--- config.mk ---
export PLATFORM = sky130hd
export DESIGN_NAME = lcd_shift_engine
export DESIGN_NICKNAME = d
export VERILOG_FILES = /design/src/rtl/lcd_shift_pkg.sv /design/src/rtl/lcd_shift_decode.sv /design/src/rtl/lcd_cursor_ctr.sv /design/src/rtl/lcd_offset_rot.sv /design/src/rtl/lcd_busy_timer.sv /design/src/rtl/lcd_shift_engine.sv
export SDC_FILE = /design/constraint.sdc
export NUM_CORES = 1
export LEC_CHECK = 0
export CAP_MARGIN = 5
export CORE_UTILIZATION = 30
export CTS_CLUSTER_SIZE = 12
export DETAILED_ROUTE_END_ITERATION = 8
export GPL_TIMING_DRIVEN = 0
export SLEW_MARGIN = 20
export SYNTH_ARGS = -nofsm -noshare
export SYNTH_HDL_FRONTEND = slang
export SYNTH_SLANG_ARGS = --single-unit
--- constraint.sdc ---
create_clock -name clk -period 4.5 [get_ports clk]
set_input_delay 0.675 -clock clk [delete_from_list [all_inputs] [get_ports clk]]
set_output_delay 0.675 -clock clk [all_outputs]
set_load 0.02 [all_outputs]
--- src/rtl/lcd_shift_pkg.sv ---
package lcd_shift_pkg;

    localparam logic [3:0] SHIFT_OPCODE = 4'b0001;

    // encoding equals {data[3], data[2]}
    typedef enum logic [1:0] {
        OP_CUR_LEFT   = 2'b00,
        OP_CUR_RIGHT  = 2'b01,
        OP_DISP_LEFT  = 2'b10,
        OP_DISP_RIGHT = 2'b11
    } shift_op_e;

    typedef struct packed {
        logic      valid;
        shift_op_e op;
    } shift_cmd_t;

    function automatic logic is_shift_write(input logic wr, input logic rs,
                                            input logic rw, input logic [7:0] d);
        return wr && !rs && !rw && (d[7:4] == SHIFT_OPCODE);
    endfunction

    function automatic shift_op_e op_of(input logic [7:0] d);
        return shift_op_e'(d[3:2]);
    endfunction

endpackage

--- src/rtl/lcd_shift_decode.sv ---
module lcd_shift_decode
    import lcd_shift_pkg::*;
(
    input  logic       wr_en,
    input  logic       rs,
    input  logic       rw,
    input  logic [7:0] data,
    input  logic       busy,
    output shift_cmd_t cmd
);

    always_comb begin
        cmd.valid = is_shift_write(wr_en, rs, rw, data) && !busy;
        cmd.op    = op_of(data);
    end

endmodule

--- src/rtl/lcd_cursor_ctr.sv ---
module lcd_cursor_ctr
    import lcd_shift_pkg::*;
#(
    parameter int ADDR_W     = 7,
    parameter int LINE_LEN   = 40,
    parameter int LINE2_BASE = 64
) (
    input  logic              clk,
    input  logic              rst,
    input  shift_cmd_t        cmd,
    input  logic              two_line,
    output logic [ADDR_W-1:0] addr
);

    localparam logic [ADDR_W-1:0] L1_LAST  = ADDR_W'(LINE_LEN - 1);
    localparam logic [ADDR_W-1:0] L2_FIRST = ADDR_W'(LINE2_BASE);
    localparam logic [ADDR_W-1:0] L2_LAST  = ADDR_W'(LINE2_BASE + LINE_LEN - 1);
    localparam logic [ADDR_W-1:0] ONE_LAST = ADDR_W'(2 * LINE_LEN - 1);
    localparam logic [ADDR_W-1:0] ONE      = ADDR_W'(1);

    logic [ADDR_W-1:0] addr_q;
    logic [ADDR_W-1:0] addr_d;

    always_comb begin
        addr_d = addr_q;
        if (cmd.valid && cmd.op == OP_CUR_RIGHT) begin
            if (two_line) begin
                if (addr_q == L1_LAST)       addr_d = L2_FIRST;
                else if (addr_q >= L2_LAST)  addr_d = '0;
                else                         addr_d = addr_q + ONE;
            end else begin
                addr_d = (addr_q >= ONE_LAST) ? '0 : addr_q + ONE;
            end
        end else if (cmd.valid && cmd.op == OP_CUR_LEFT) begin
            if (two_line) begin
                if (addr_q == '0)            addr_d = L2_LAST;
                else if (addr_q == L2_FIRST) addr_d = L1_LAST;
                else                         addr_d = addr_q - ONE;
            end else begin
                addr_d = (addr_q == '0) ? ONE_LAST : addr_q - ONE;
            end
        end
    end

    always_ff @(posedge clk) begin
        if (rst) addr_q <= '0;
        else     addr_q <= addr_d;
    end

    assign addr = addr_q;

endmodule

--- src/rtl/lcd_offset_rot.sv ---
module lcd_offset_rot
    import lcd_shift_pkg::*;
#(
    parameter int LINE_LEN = 40,
    parameter int OFS_W    = 6
) (
    input  logic             clk,
    input  logic             rst,
    input  shift_cmd_t       cmd,
    output logic [OFS_W-1:0] ofs
);

    localparam logic [OFS_W-1:0] OFS_LAST = OFS_W'(LINE_LEN - 1);
    localparam logic [OFS_W-1:0] ONE      = OFS_W'(1);

    logic [OFS_W-1:0] ofs_q;
    logic [OFS_W-1:0] ofs_d;

    always_comb begin
        ofs_d = ofs_q;
        if (cmd.valid && cmd.op == OP_DISP_LEFT)
            ofs_d = (ofs_q >= OFS_LAST) ? '0 : ofs_q + ONE;
        else if (cmd.valid && cmd.op == OP_DISP_RIGHT)
            ofs_d = (ofs_q == '0) ? OFS_LAST : ofs_q - ONE;
    end

    always_ff @(posedge clk) begin
        if (rst) ofs_q <= '0;
        else     ofs_q <= ofs_d;
    end

    assign ofs = ofs_q;

endmodule

--- src/rtl/lcd_busy_timer.sv ---
module lcd_busy_timer #(
    parameter int BUSY_TICKS = 10
) (
    input  logic clk,
    input  logic rst,
    input  logic start,
    input  logic osc_tick,
    output logic busy
);

    localparam int CNT_W = (BUSY_TICKS > 2) ? $clog2(BUSY_TICKS) : 1;
    localparam logic [CNT_W-1:0] CNT_LAST = CNT_W'(BUSY_TICKS - 1);
    localparam logic [CNT_W-1:0] ONE      = CNT_W'(1);

    logic [CNT_W-1:0] cnt_q;
    logic             busy_q;

    always_ff @(posedge clk) begin
        if (rst) begin
            busy_q <= 1'b0;
            cnt_q  <= '0;
        end else if (start) begin
            busy_q <= 1'b1;
            cnt_q  <= '0;
        end else if (busy_q && osc_tick) begin
            if (cnt_q == CNT_LAST) begin
                busy_q <= 1'b0;
                cnt_q  <= '0;
            end else begin
                cnt_q <= cnt_q + ONE;
            end
        end
    end

    assign busy = busy_q;

endmodule

--- src/rtl/lcd_shift_engine.sv ---
module lcd_shift_engine
    import lcd_shift_pkg::*;
#(
    parameter int ADDR_W     = 7,
    parameter int LINE_LEN   = 40,
    parameter int LINE2_BASE = 64,
    parameter int OFS_W      = 6,
    parameter int BUSY_TICKS = 10
) (
    input  logic              clk,
    input  logic              rst,
    input  logic              wr_en,
    input  logic              rs,
    input  logic              rw,
    input  logic [7:0]        data,
    input  logic              two_line,
    input  logic              osc_tick,
    output logic [ADDR_W-1:0] addr,
    output logic [OFS_W-1:0]  ofs_line1,
    output logic [OFS_W-1:0]  ofs_line2,
    output logic              busy
);

    localparam int NUM_LINES = 2;

    shift_cmd_t       cmd;
    logic [OFS_W-1:0] line_ofs [NUM_LINES];

    lcd_shift_decode u_dec (
        .wr_en (wr_en),
        .rs    (rs),
        .rw    (rw),
        .data  (data),
        .busy  (busy),
        .cmd   (cmd)
    );

    lcd_cursor_ctr #(
        .ADDR_W     (ADDR_W),
        .LINE_LEN   (LINE_LEN),
        .LINE2_BASE (LINE2_BASE)
    ) u_cur (
        .clk      (clk),
        .rst      (rst),
        .cmd      (cmd),
        .two_line (two_line),
        .addr     (addr)
    );

    for (genvar g = 0; g < NUM_LINES; g++) begin : g_line
        lcd_offset_rot #(
            .LINE_LEN (LINE_LEN),
            .OFS_W    (OFS_W)
        ) u_rot (
            .clk (clk),
            .rst (rst),
            .cmd (cmd),
            .ofs (line_ofs[g])
        );
    end

    lcd_busy_timer #(
        .BUSY_TICKS (BUSY_TICKS)
    ) u_busy (
        .clk      (clk),
        .rst      (rst),
        .start    (cmd.valid),
        .osc_tick (osc_tick),
        .busy     (busy)
    );

    assign ofs_line1 = line_ofs[0];
    assign ofs_line2 = line_ofs[1];

endmodule

==> load_flow_metrics.sql <==
INSERT INTO impl_metrics (metric_group, metric, value, unit) VALUES
('timing', 'tightest_slew', '0.5932', 'ns'),
('yosys', 'async_reset_ff_frac', '0', ''),
('worst_setup_path', 'cp_max_fo', '10', ''),
('worst_setup_path', 'worst-path-buf-inv', '1', ''),
('timing', 'final.min_clock_period', '2.396', 'ns'),
('worst_setup_path', 'timing.critical_path.max_delay_family', 'simple AND/OR/NAND/NOR gates', ''),
('floorplanning', 'standard_cell_core_area', '5921', 'sq um'),
('final_layout', 'finalNonFillerCells', '357', ''),
('detailed_routing', 'detail_route.wirelength', '4809', 'microns'),
('final_layout', 'layout.nets', '306', ''),
('timing', 'hold_viol_final', '0', ''),
('final_layout', 'fillers', '630', ''),
('global_route', 'first_global_vias', '1735', ''),
('pwr', 'power-per-cell-area', '175.8', 'nW/um^2'),
('global_route', 'grt.overflow.total', '0', ''),
('worst_setup_path', 'cpMaxStageDelayCell', 'a2111oi_0', ''),
('detailed_routing', 'dr.first_iter.drc_count', '159', ''),
('yosys', 'synth_nets', '271', ''),
('timing', 'report.final.setup_viol', '0', ''),
('cts', 'post_cts.repair.setup_buffers', '0', ''),
('worst_setup_path', 'worstRegToRegCells', '6', ''),
('flow_run', 'maxCapViolCount', '0', ''),
('cts', 'postCtsHoldBufs', '0', ''),
('yosys', 'post_synth_inst_count', '248', ''),
('detailed_routing', 'drc', '0', ''),
('global_route', 'maximum_number_of_pins_on_one_net_before_global_route_repair', '14', ''),
('timing', 'fin_skew', '0.002719', 'ns'),
('detailed_routing', 'antenna_violating_nets_post_route', '0', ''),
('cts', 'cts-buffers-inserted', '3', ''),
('worst_setup_path', 'critical_path_required', '4.65', 'ns'),
('pwr', 'p_leak', '0.0008106', 'uW'),
('status', 'run_status', 'finished clean', ''),
('final_layout', 'antenna_cells', '0', ''),
('cts', 'clockRootBuffer', 'clkbuf_8', ''),
('yosys', 'ys_dominant_reg_cell', 'dfxtp_1', ''),
('floorplanning', 'placement_rows', '28', ''),
('detailed_routing', 'vias_post_dr', '2004', ''),
('timing', 'max_clock_freq', '417.4', 'MHz'),
('worst_setup_path', 'r2r_slack', '2.52', 'ns'),
('floorplanning', 'initial_utilization', '0.3119', ''),
('floorplanning', 'chipWidth', '80.46', 'microns'),
('hold_path', 'hp-class', 'reg -> reg', ''),
('yosys', 'ys.warnings.count', '0', ''),
('cts', 'worstSkewPairLatency', '0.27', 'ns'),
('final_layout', 'drive_gt1_frac', '0.08156', ''),
('place', 'io_buffer_count', '30', ''),
('cts', 'worst_setup_hold_path_clk_slew', '0.09', 'ns'),
('detailed_routing', 'via_per_inst', '5.613', ''),
('place', 'place.detailed.hpwl', '3536', 'microns'),
('yosys', 'mappedNetlistArea', '1847', 'sq um'),
('worst_setup_path', 'worst_reg2reg_startpoint', 'u_cur.addr[0]$_SDFFE_PP0P_', ''),
('worst_setup_path', 'cp-end-kind', 'register', ''),
('global_route', 'overall_track_demand_over_capacity_in_global_routing', '0.1579', ''),
('hold_path', 'holdPathEnd', 'u_busy.cnt_q[3]$_SDFFE_PP0P_', ''),
('global_route', 'antenna_found_initial', '0', ''),
('hold_path', 'hold-path-cell-count', '2', ''),
('worst_setup_path', 'critical_path_class', 'in -> reg', ''),
('place', 'globalplace.congestion', '0.9019', ''),
('detailed_routing', 'dr.pass1.iters', '4', ''),
('worst_setup_path', 'crit_path_cell_trace', 'clkdlybuf4s50_1, nor4b_2, nand3_1, a2111oi_0, nor3_1', ''),
('cts', 'post_cts.resized_instances', '0', ''),
('worst_setup_path', 'crit_path_start_kind', 'input port', ''),
('pwr', 'total_power', '403.7', 'uW'),
('worst_setup_path', 'critPathArrivalTime', '2.54', 'ns'),
('yosys', 'synthesis.area_per_instance', '7.447', 'sq um'),
('floorplanning', 'ios', '35', ''),
('detailed_routing', 'wl_per_cell', '13.47', 'microns'),
('yosys', 'count_of_distinct_cell_types_in_the_synthesized_netlist', '56', ''),
('timing', 'maxSlewHeadroom', '0.6045', ''),
('timing', 'final_slew_violations', '0', ''),
('global_route', 'grt_first_pass_wirelength', '8162', 'microns');
==> stage by stage <==
stage | area (sq um) | setup slack, ns | hold WS [ns]
2_1_floorplan | 1847 | 2.513 | 0.4586
3_3_place_gp | 2241 | 1.804 | 0.4778
3_5_place_dp | 2241 | 1.805 | 0.4869
4_1_cts | 2296 | 2.102 | 0.5001
5_1_grt | 2296 | 2.038 | 0.5814
6_report | 2296 | 2.104 | 0.5042
==> kinds of logic (layout without fill, tap and decap cells) <==
group	after synthesis	in the layout	synth area share
AND/OR/NAND/NOR	95	95	0.2785
flip-flops	24	24	0.2602
buffers and inverters	28	62	0.06368
multiplexers	3	3	0.01626
adder cells (fa/ha/maj)	8	8	0.05420
AO/OA/AOI/OAI	83	83	0.2940
XOR/XNOR	7	7	0.03320
==> worst max-delay path by stage <==
stage,start,endpoint,slack [ns],cells after the start
floorplan,data[5],u_cur.addr[4]$_SDFFE_PP0P_,2.51,6
global placement,data[5],g_line[1].u_rot.ofs[5]$_SDFFE_PP0P_,1.80,5
detailed placement,data[5],g_line[1].u_rot.ofs[5]$_SDFFE_PP0P_,1.80,5
CTS,data[5],g_line[1].u_rot.ofs[5]$_SDFFE_PP0P_,2.10,5
global route,data[5],g_line[0].u_rot.ofs[5]$_SDFFE_PP0P_,2.04,6
finish,data[5],g_line[1].u_rot.ofs[5]$_SDFFE_PP0P_,2.10,5
==> state kept, by name, indices dropped and copies added (netlist names) <==
signal	flops
u_busy.busy	1
g_line.u_rot.ofs	12
u_busy.cnt_q	4
u_cur.addr	7
==> cell usage after synthesis (all sizes together) (2+ instances only) <==
| cell type | n | area share |
|---|---|---|
| a211o | 2 | 0.0095 |
| a211oi | 7 | 0.028 |
| a21o | 2 | 0.0081 |
| a21oi | 24 | 0.065 |
| a22oi | 2 | 0.0081 |
| a311oi | 2 | 0.0095 |
| a31o | 2 | 0.0095 |
| a31oi | 3 | 0.010 |
| and3 | 2 | 0.0068 |
| and3b | 2 | 0.0095 |
| buf | 9 | 0.025 |
| clkbuf | 7 | 0.014 |
| dfxtp | 24 | 0.26 |
| ha | 8 | 0.054 |
| inv | 12 | 0.024 |
| mux2i | 3 | 0.016 |
| nand2 | 17 | 0.036 |
| nand2b | 4 | 0.014 |
| nand3 | 15 | 0.041 |
| nand4 | 2 | 0.0068 |
| nand4b | 2 | 0.0095 |
| nor2 | 22 | 0.045 |
| nor2b | 6 | 0.020 |
| nor3 | 8 | 0.022 |
| nor3b | 2 | 0.0081 |
| nor4b | 2 | 0.021 |
| o2111ai | 2 | 0.0095 |
| o211ai | 3 | 0.012 |
| o21a | 2 | 0.0081 |
| o21ai | 17 | 0.046 |
| o22ai | 3 | 0.010 |
| o311ai | 2 | 0.0095 |
| or2 | 3 | 0.010 |
| or3 | 3 | 0.010 |
| xor2 | 6 | 0.028 |
==> power by group <==
part / internal, uW / leakage, uW / switching, uW / total [uW]
clock: 78.2 / 0.0000288 / 72.2 / 150
combinational: 17.2 / 0.000589 / 22.7 / 39.8
sequential: 213 / 0.000193 / 0.802 / 214
total: 308 / 0.000811 / 95.6 / 404
==> worst min-delay path, stage by stage (launching register included) <==
cell and delay (ns):
dfxtp_1 0.32, o21ai_0 0.08, a21oi_1 0.06
==> routing by layer <==
layer  vias to the layer above  GRT usage  wire length (microns)
li1                        983          -                      -
met1                       944     0.2030                   2242
met2                        68     0.2686                   2225
met3                         9    0.02727                    276
met4                         0    0.04286                     64
met5                         -          0                      0
==> final cells by class <==
class / count / share of cell area
multi-input combinational: 196 / 0.5439
sequential: 24 / 0.2093
timing repair buffer: 30 / 0.1308
tap: 75 / 0.04087
buffer: 16 / 0.03161
clock buffer: 4 / 0.02398
inverter: 12 / 0.01962
==> layout by cell type (no fill, tap or decap), drive strengths merged, types with 9 or more instances in the layout <==
cell type / synthesis / layout
a21oi: 24 / 24
buf: 9 / 9
clkbuf: 7 / 11
clkdlybuf4s50: 0 / 30
dfxtp: 24 / 24
inv: 12 / 12
nand2: 17 / 17
nand3: 15 / 15
nor2: 22 / 22
o21ai: 17 / 17
No activity file was read; power rests on OpenSTA's default activity.
